$ cat config.mk
export PLATFORM = sky130hd
export DESIGN_NAME = irq_vector_arb
export DESIGN_NICKNAME = d
export VERILOG_FILES = /design/src/rtl/irq_vector_arb.sv
export SDC_FILE = /design/constraint.sdc
export NUM_CORES = 1
export LEC_CHECK = 0
export CORE_MARGIN = 1.5
export CORE_UTILIZATION = 50
export CTS_CLUSTER_SIZE = 40
export DETAILED_ROUTE_END_ITERATION = 8
export DONT_BUFFER_PORTS = 1
export MAX_ROUTING_LAYER = met4
export PLACE_DENSITY = 0.62
export SLEW_MARGIN = 20
export SYNTH_ARGS = -nofsm -noshare
export SYNTH_HDL_FRONTEND = slang
export SYNTH_SLANG_ARGS = --single-unit
$ cat constraint.sdc
create_clock -name clk -period 3.85 [get_ports clk]
set_input_delay 0.77 -clock clk [delete_from_list [all_inputs] [get_ports clk]]
set_output_delay 0.77 -clock clk [all_outputs]
set_load 0.01 [all_outputs]
$ cat src/rtl/irq_vector_arb.sv
module irq_vector_arb #(
  parameter int              NLVL        = 16,
  parameter logic [15:0]     VEC_BASE    = 16'hFFE0,
  parameter logic [NLVL-1:0] NMI_MASK    = 16'h8000,
  parameter logic [NLVL-1:0] PART_MASK   = 16'h4000,
  parameter logic [NLVL-1:0] SINGLE_MASK = 16'h0FF0
) (
  input  logic                    clk,
  input  logic                    rst_n,
  input  logic [NLVL-1:0]         req_i,
  input  logic [NLVL-1:0]         ena_i,
  input  logic                    gie_i,
  input  logic                    ack_i,
  output logic                    irq_o,
  output logic [$clog2(NLVL)-1:0] lvl_o,
  output logic [15:0]             vec_o,
  output logic [NLVL-1:0]         clr_o
);
  localparam int LW = $clog2(NLVL);
  localparam logic [NLVL-1:0] FULL_MASK = ~(NMI_MASK | PART_MASK);

  logic [NLVL-1:0] gate, elig;
  logic [LW-1:0]   win;
  logic            hit;

  assign gate = NMI_MASK | (ena_i & (PART_MASK | (FULL_MASK & {NLVL{gie_i}})));
  assign elig = req_i & gate;

  always_comb begin
    win = '0;
    hit = 1'b0;
    for (int i = 0; i < NLVL; i++)
      if (elig[i]) begin
        win = LW'(i);
        hit = 1'b1;
      end
  end

  assign irq_o = hit;
  assign lvl_o = win;
  assign vec_o = VEC_BASE + 16'({win, 1'b0});

  always_ff @(posedge clk or negedge rst_n)
    if (!rst_n)
      clr_o <= '0;
    else if (ack_i && hit && SINGLE_MASK[win])
      clr_o <= NLVL'(1) << win;
    else
      clr_o <= '0;


  reset_wins_chk: assert property (@(posedge clk) disable iff (!rst_n)
    req_i[NLVL-1] |-> (irq_o && lvl_o == LW'(NLVL-1)));


  vec_range_chk: assert property (@(posedge clk) disable iff (!rst_n)
    irq_o |-> (vec_o[0] == 1'b0 && vec_o >= VEC_BASE &&
               ((vec_o - VEC_BASE) >> 1) == 16'(lvl_o)));


  gie_block_chk: assert property (@(posedge clk) disable iff (!rst_n)
    (irq_o && !gie_i) |-> !FULL_MASK[lvl_o]);


  idle_lvl_chk: assert property (@(posedge clk) disable iff (!rst_n)
    !irq_o |-> (lvl_o == '0 && vec_o == VEC_BASE));


  clr_onehot_chk: assert property (@(posedge clk) disable iff (!rst_n)
    $onehot0(clr_o));


  clr_match_chk: assert property (@(posedge clk) disable iff (!rst_n)
    (ack_i && irq_o && SINGLE_MASK[lvl_o]) |=> clr_o[$past(lvl_o)]);


  clr_cause_chk: assert property (@(posedge clk) disable iff (!rst_n)
    (!ack_i || !irq_o) |=> (clr_o == '0));
endmodule

==> impl_metrics.toml, run 1 <==
[route]
drc = 0
first_pass_iters = 4
viasPerCell = 5.23
wl_per_cell_um = 13.2
drtAntennaViolNets = 0
dr_total_vias = 628
drtIter0Drc = 10
totalWireLength_mm = 1.58

[power]
ir_worst_vdd_mv = 0.126
finalPower_w = 0.000306
power_density_nw_per_um2 = 334
p_leak_nw = 0.455

[sta]
tns_ns = 0
finalCritPeriodShare = 0.725
fmax_mhz = 358
finalSetupViolCount = 0
setup_ws_ns = 1.06
finalMaxSlewViolations = 0
finalHoldViolCount = 0
slew_headroom = 0.461
min_period_ns = 2.79
rsz0062_at_grt = "false"
tightest_slew_ns = 0.800

[cells_and_area]
largest_register = "clr_o"
top_regs = "clr_o x16"
area_growth_pct = -1.87
final_nets = 133
finalInstanceArea_sq_um = 917
fin_cells = 120
largest_register_ffs = 16
antenna_cells = 0
drive_gt1_frac = 0.158

[logic_synthesis]
synth-async-reset-ratio = 1.00
synth_edf_count = 0
yosys.area.top_type = "dfrtp_1"
synth.area.top_cells = "dfrtp_1, buf_4, nand2_1, a22o_1, and3_2"
yosysMostFrequentCell = "buf_4"
synth_common_cells = "buf_4, dfrtp_1, nand2_1"
synth_top_area_frac = 0.428
synthFlopType = "dfrtp_1"
synth_cells = 92
syn_avg_cell_area_sq_um = 10.2
syn-cell-area_sq_um = 935
yosysUniqueCellTypes = 31
synth_seq_area_share = 0.428
yosys_warnings = 0
ys_ff_latch = 16

[global_route]
gr-total-overflow = 0
grt_pass1_wl_mm = 2.43
grt_max_degree = 17
antenna_found_initial = 0
grt_usage = 0.167
grt_pass1_vias = 588

[worst_setup_path]
worstSetupPathType = "input port to output pin"
worstSetupStartpointType = "input port"
crit_fanout = 6
crit_path_end_kind = "output pin"
cp.required_ns = 3.08
crit_start = "req_i[8]"
cp.arrival_ns = 2.02

[clocking]
cts_setup_buffers = 0
cts.clk_slew.worst_paths_ns = 0.08
clkSinkCount = 16
cts_buffers = 3
hold_buffers = 0
cts_root_buf = "clkbuf_4"
cts_tree = "built"
htreeDepth = 1
cts_resized = 0
cts_max_path_buffers = 2

[status]
status = "complete, no violations"

[min_path]
hold_path_class = "input port to asynchronous set/reset pin"

[die]
fp.dieH_um = 46.2
rows = 15
fp.dieArea_sq_um = 2140
initial_core_util = 0.535
core-area_sq_um = 1750
pin_count = 73
die_w_um = 46.2

[placement]
dp_cells = 117
routabilityCongestion = 0.781
portBuffers = 0
postPlaceCellArea_sq_um = 895
hpwl_mm = 1.34
place_ws_ns = 1.03

[flow_run]
drv_cap = 0
stage by stage:
stage | hold slack, ns | utilization
3_3_place_gp | 0.475 | 0.513
6_report | 0.188 | 0.525
5_1_grt | 0.162 | 0.525
3_5_place_dp | 0.475 | 0.513
2_1_floorplan | 0.474 | -
4_1_cts | 0.180 | 0.525
critical path, cell delays in order:
cell and delay [ns]:
a22o_1 0.22, nand2_1 0.22, a221oi_2 0.15, o21ai_0 0.66
final cells by class:
cell class	count	area [sq um]
Inverter	2	7.51
Fill cell	168	828
Multi-Input combinational cell	74	455
Sequential cell	16	400
Tap cell	25	31.3
Clock buffer	3	22.5
placed cells by master, fill, tap and decap left out, types with 2 or more instances in the layout:
master / netlist / layout
nor2_1: 3 / 3
a22o_1: 5 / 5
conb_1: 2 / 20
inv_1: 2 / 2
o21ai_0: 3 / 3
nand2_1: 15 / 15
a21oi_1: 3 / 3
dfrtp_1: 16 / 16
and3_2: 4 / 4
clkbuf_4: 0 / 3
nand3_1: 2 / 2
worst paths after layout:
kind	end	slack, ns	cells after the start
min	clr_o[6]$_DFF_PN0_	0.19	0
max	vec_o[2]	1.06	4
max in group asynchronous	clr_o[7]$_DFF_PN0_	3.59	0
min in group clk	clr_o[10]$_DFF_PN0_	0.71	3
report_power, final:
| part | internal (W) | switching [W] |
|---|---|---|
| Sequential | 0.000173 | 0.00000444 |
| Clock | 0.0000361 | 0.0000417 |
| Combinational | 0.0000180 | 0.0000327 |
| Total | 0.000227 | 0.0000788 |
cell families after synthesis:
logic type / Yosys count / synth area share
buffers and inverters: 20 / 0.157
DFF: 16 / 0.428
AOI/OAI and AO/OA: 22 / 0.197
other: 2 / 0.00804
and+or+nand+nor: 32 / 0.210
layer usage:
| layer | GRT usage | up-vias | routed length [um] |
|---|---|---|---|
| met3 | 0.0314 | 4 | 162 |
| met1 | 0.180 | 274 | 591 |
| met5 | - | - | 0 |
| li1 | - | 299 | - |
| met2 | 0.281 | 51 | 790 |
| met4 | 0.103 | 0 | 37 |
Power figures use the tool's default switching activity.
==> inputs of run 2 (changes only) <==
--- a/config.mk
+++ b/config.mk
@@ -5,6 +5,7 @@
 export SDC_FILE = /design/constraint.sdc
 export NUM_CORES = 1
 export LEC_CHECK = 0
+export ABC_AREA = 1
 export CORE_MARGIN = 1.5
 export CORE_UTILIZATION = 50
 export CTS_CLUSTER_SIZE = 40
==> constraint.sdc (replaced) <==
create_clock -name clk -period 2.85 [get_ports clk]
set_input_delay 0.57 -clock clk [delete_from_list [all_inputs] [get_ports clk]]
set_output_delay 0.57 -clock clk [all_outputs]
set_load 0.01 [all_outputs]
==> impl_metrics.toml, run 2 <==
[status]
status = "complete, no violations"

[cells_and_area]
largest_register_ffs = 16
mostFrequentLayoutCell = "nand2_1"
final_nets = 153
layout_common_cells = "nand2_1, conb_1, dfrtp_1, nor2_1, nand3_1"
area_growth_pct = 1.25
largest_register = "clr_o"
drive_gt1_frac = 0.130
antenna_cells = 0
top_regs = "clr_o x16"

[worst_setup_path]
crit_cells = 14
cp_top_family = "simple AND/OR/NAND/NOR gates"
crit_path_end_kind = "output pin"
worstSetupStartpointType = "input port"
crit_end = "vec_o[1]"
crit_fanout = 4
cpPeakStageDelay_ns = 0.12
crit_chain = "nand2_1, nor2_2, nand2_1, nand2_1, nand2_1, nand2_1, nand2_1, nand2_1, nand2_1, nand2_1, nand2_1, nand2_1, nand2_2, nand2_4"
crit_start = "ena_i[1]"
worst-path-buf-inv = 0
cp_slowest_cell = "nand2_4"
cp.arrival_ns = 1.43
path_common_cell = "nand2_1"
worstSetupPathType = "input port to output pin"
cp.required_ns = 2.28

[route]
dr_total_vias = 653
viasPerCell = 4.66
drtAntennaViolNets = 0
drc = 0
totalWireLength_mm = 1.31
first_pass_iters = 4
drtIter0Drc = 9
wl_per_cell_um = 9.36

[logic_synthesis]
syn_avg_cell_area_sq_um = 8.24
ys_ff_latch = 16
synth-async-reset-ratio = 1.00
synth_edf_count = 0
synth_seq_area_share = 0.446
synthXorXnorAreaFrac = 0
synth_top_area_frac = 0.446
syn-cell-area_sq_um = 898
synth_top_family_by_area = "simple AND/OR/NAND/NOR gates"
synth_common_cells = "nand2_1, buf_4, dfrtp_1"
synth.area.top_cells = "dfrtp_1, buf_4, nand2_1, nand3_1, nor2_1"
synth_compound_area_frac = 0.0641
yosysUniqueCellTypes = 19
synthSimpleGateAreaFrac = 0.302
yosysMostFrequentCell = "nand2_1"
synth_cells = 109
synthAdderAreaFrac = 0
yosys.area.top_type = "dfrtp_1"
synth.area.mux_share = 0
yosys_warnings = 0
synthFlopType = "dfrtp_1"

[clocking]
cts_tree = "built"
cts_root_buf = "clkbuf_4"
cts_setup_buffers = 0
cts.clk_slew.worst_paths_ns = 0.07
clkSinkCount = 16
cts_buffers = 3
cts_max_path_buffers = 2
htreeDepth = 1

[sta]
tns_ns = 0
tightest_slew_ns = 0.640
fmax_mhz = 499
finalCritPeriodShare = 0.703
setup_ws_ns = 0.847
finalMaxSlewViolations = 0
slew_headroom = 0.572
min_period_ns = 2.00
finalHoldViolCount = 0
rsz0062_at_grt = "false"
finalSetupViolCount = 0

[global_route]
busiest_layer = "met2"
grt_max_degree = 17
grt_pass1_vias = 505
grt_util_met3 = 0.0476
grt_usage = 0.144
gr-total-overflow = 0
met1_usage = 0.170
antenna_found_initial = 0
use_met2 = 0.208
grt_pass1_wl_mm = 2.02

[min_path]
hold_path_class = "input port to flop"

[die]
initial_core_util = 0.526
die_w_um = 45.4
pin_count = 73
core-area_sq_um = 1710
fp.dieArea_sq_um = 2060
fp.dieH_um = 45.4
rows = 15

[power]
p_leak_nw = 0.497
ir_worst_vdd_mv = 0.169
power_density_nw_per_um2 = 465

[placement]
routabilityCongestion = 0.698
portBuffers = 0
hpwl_mm = 1.14
place_ws_ns = 0.832

[flow_run]
drv_cap = 0
[run 2: cell count changes after synthesis, moves of 4 or more]
cell	before	now
and3_2	4	0
nand2_1	15	24
inv_1	2	8
a22o_1	5	0
nor2_1	3	13
nand3_1	2	12
[run 2: cells by family after synthesis]
kind of cell           count (synthesis)
buffers and inverters                 26
AOI/OAI and AO/OA                      7
other                                  2
and+or+nand+nor                       58
DFF                                   16
[run 2: stage by stage]
step	area, sq um	power [W]	cells	utilization	hold slack [ns]
after floorplan	966	0.000328	127	-	0.274
after global placement	877	0.000316	136	0.514	0.275
after detailed placement	877	0.000317	136	0.514	0.275
after CTS	910	0.000426	140	0.533	0.547
after global routing	910	0.000453	140	0.533	0.576
final	910	0.000423	140	0.533	0.550
[run 2: area by class of cell]
type                    count  area (sq um)
clock buffers               3          22.5
fillers                   167           798
inverters                   9          33.8
multi-input cells          85           404
flip-flops and latches     16           400
well taps                  25          31.3
repair buffers              2          17.5
[run 2: report_power, final]
part	internal (W)	switching (W)	leakage, nW
registers	0.000234	0.00000588	0.205
clock network	0.0000489	0.0000576	0.0138
logic	0.0000220	0.0000547	0.279
total	0.000305	0.000118	0.497
[run 2: repair_timing]
item | in CTS | in global routing
hold buffers | 1 | 0
setup endpoints to repair | 0 | 0
gates resized for setup | 0 | 0
hold endpoints to repair | 16 | 0
[run 2: tightest hold or removal path: cells and delay by family]
family                 cells  cell delay [ns]
buffers and inverters      1             0.06
AND/OR/NAND/NOR            2             0.15
[run 2: per-layer routing]
metal / vias up / part of all wire
li1: 322 / -
met1: 279 / 0.36
met2: 50 / 0.50
met3: 2 / 0.13
met4: 0 / 0.0092
met5: - / 0
[run 2: worst min path at each step]
stage | startpoint | to | slack, ns | cells past startpoint
final | req_i[15] | clr_o[6]$_DFF_PN0_ | 0.55 | 3
after global routing | req_i[15] | clr_o[10]$_DFF_PN0_ | 0.58 | 3
after CTS | req_i[15] | clr_o[6]$_DFF_PN0_ | 0.55 | 3
after detailed placement | rst_n | clr_o[7]$_DFF_PN0_ | 0.27 | 0
after global placement | rst_n | clr_o[10]$_DFF_PN0_ | 0.27 | 0
after floorplan | rst_n | clr_o[0]$_DFF_PN0_ | 0.27 | 0
==> inputs of run 3 (changes only) <==
--- a/config.mk
+++ b/config.mk
@@ -12,7 +12,7 @@
 export DETAILED_ROUTE_END_ITERATION = 8
 export DONT_BUFFER_PORTS = 1
 export MAX_ROUTING_LAYER = met4
-export PLACE_DENSITY = 0.62
+export PLACE_DENSITY = 0.65
 export SLEW_MARGIN = 20
 export SYNTH_ARGS = -nofsm -noshare
 export SYNTH_HDL_FRONTEND = slang
==> constraint.sdc (replaced) <==
create_clock -name clk -period 1.73 [get_ports clk]
set_input_delay 0.346 -clock clk [delete_from_list [all_inputs] [get_ports clk]]
set_output_delay 0.346 -clock clk [all_outputs]
set_load 0.01 [all_outputs]
==> impl_metrics.toml, run 3 (same netlist as run 2, synthesis figures left out) <==
[status]
status = "complete, no violations"

[placement]
hpwl_mm = 1.13
place_ws_ns = 0.191
routabilityCongestion = 0.714
postPlaceCellArea_sq_um = 877
portBuffers = 0

[sta]
finalCritPeriodShare = 0.883
tightest_slew_ns = 0.653
min_period_ns = 1.53
fmax_mhz = 655
rsz0062_at_grt = "false"
finalMaxSlewViolations = 0
setup_ws_ns = 0.203
finalHoldViolCount = 0
slew_headroom = 0.563
tns_ns = 0
finalSetupViolCount = 0

[clocking]
cts_root_buf = "clkbuf_4"
cts_setup_buffers = 0
htreeDepth = 1
cts_tree = "built"
cts_resized = 0
cts_buffers = 3
cts_max_path_buffers = 2
cts.clk_slew.worst_paths_ns = 0.08
hold_buffers = 1
clkSinkCount = 16

[flow_run]
drv_cap = 0

[global_route]
grt_pass1_wl_mm = 1.95
grt_usage = 0.133
grt_max_degree = 17
gr-total-overflow = 0
antenna_found_initial = 0
grt_pass1_vias = 507

[worst_setup_path]
cp.arrival_ns = 1.18
crit_path_end_kind = "output pin"
crit_fanout = 4
worstSetupStartpointType = "input port"
crit_end = "lvl_o[0]"
worstSetupPathType = "input port to output pin"
crit_start = "ena_i[1]"
cp.required_ns = 1.38

[die]
die_w_um = 45.4
fp.dieH_um = 45.4
core-area_sq_um = 1710
pin_count = 73
rows = 15
fp.dieArea_sq_um = 2060
initial_core_util = 0.526

[cells_and_area]
final_nets = 153
mostFrequentLayoutCell = "nand2_1"
antenna_cells = 0
layout_common_cells = "nand2_1, conb_1, dfrtp_1, nor2_1, nand3_1"
finalInstanceArea_sq_um = 923
area_growth_pct = 2.79
drive_gt1_frac = 0.138
top_regs = "clr_o x16"
largest_register_ffs = 16
fillers = 169
largest_register = "clr_o"

[route]
drtAntennaViolNets = 0
drc = 0
first_pass_iters = 4
drtIter0Drc = 10
totalWireLength_mm = 1.26
wl_per_cell_um = 8.96
dr_total_vias = 625
viasPerCell = 4.43

[min_path]
hold_path_class = "input port to flop"
hp-start = "req_i[15]"

[power]
ir_worst_vdd_mv = 0.310
power_density_nw_per_um2 = 808
p_leak_nw = 0.504
run 3: where the power goes:
group | internal (W) | total (W) | switching, W
Sequential | 0.000385 | 0.000395 | 0.00000964
Clock | 0.000128 | 0.000225 | 0.0000975
Combinational | 0.0000364 | 0.000126 | 0.0000894
run 3: metrics by stage:
step	hold slack, ns	util	std cells	total power [W]
3_3_place_gp	0.0507	0.514	136	0.000519
3_5_place_dp	0.0507	0.514	136	0.000521
4_1_cts	0.307	0.541	141	0.000758
5_1_grt	0.324	0.541	141	0.000797
2_1_floorplan	0.0504	-	127	0.000541
6_report	0.314	0.541	141	0.000746
run 3: worst min-delay path by stage:
stage | endpoint | cells after the start
detailed placement | clr_o[15]$_DFF_PN0_ | 0
finish | clr_o[8]$_DFF_PN0_ | 3
floorplan | clr_o[0]$_DFF_PN0_ | 0
CTS | clr_o[8]$_DFF_PN0_ | 3
global placement | clr_o[14]$_DFF_PN0_ | 0
global route | clr_o[10]$_DFF_PN0_ | 3
run 3: per-layer routing:
metal / GRT usage / vias to the layer above / part of all wire
met5: - / - / 0
met4: 0.0588 / 0 / 0
met3: 0.0317 / 0 / 0.10
met2: 0.208 / 42 / 0.52
met1: 0.161 / 260 / 0.38
li1: - / 323 / -
run 3: critical path, cell delays in order:
cell and delay (ns):
nand2_1 0.04, nor2_2 0.09, nand2_1 0.06, nand2_1 0.05, nand2_1 0.05, nand2_1 0.06
nand2_1 0.05, nand2_1 0.05, nand2_1 0.04, nand2_1 0.05, nand2_1 0.05, nand2_1 0.06
nand2_2 0.08, nand2_4 0.12
run 3: area by class of cell:
| type | count | area, sq um | area share |
|---|---|---|---|
| clock buffer | 4 | 36.3 | 0.0393 |
| inverter | 9 | 33.8 | 0.0366 |
| timing repair buffer | 2 | 17.5 | 0.0190 |
| tap | 25 | 31.3 | 0.0339 |
| multi-input combinational | 85 | 404 | 0.438 |
| sequential | 16 | 400 | 0.434 |
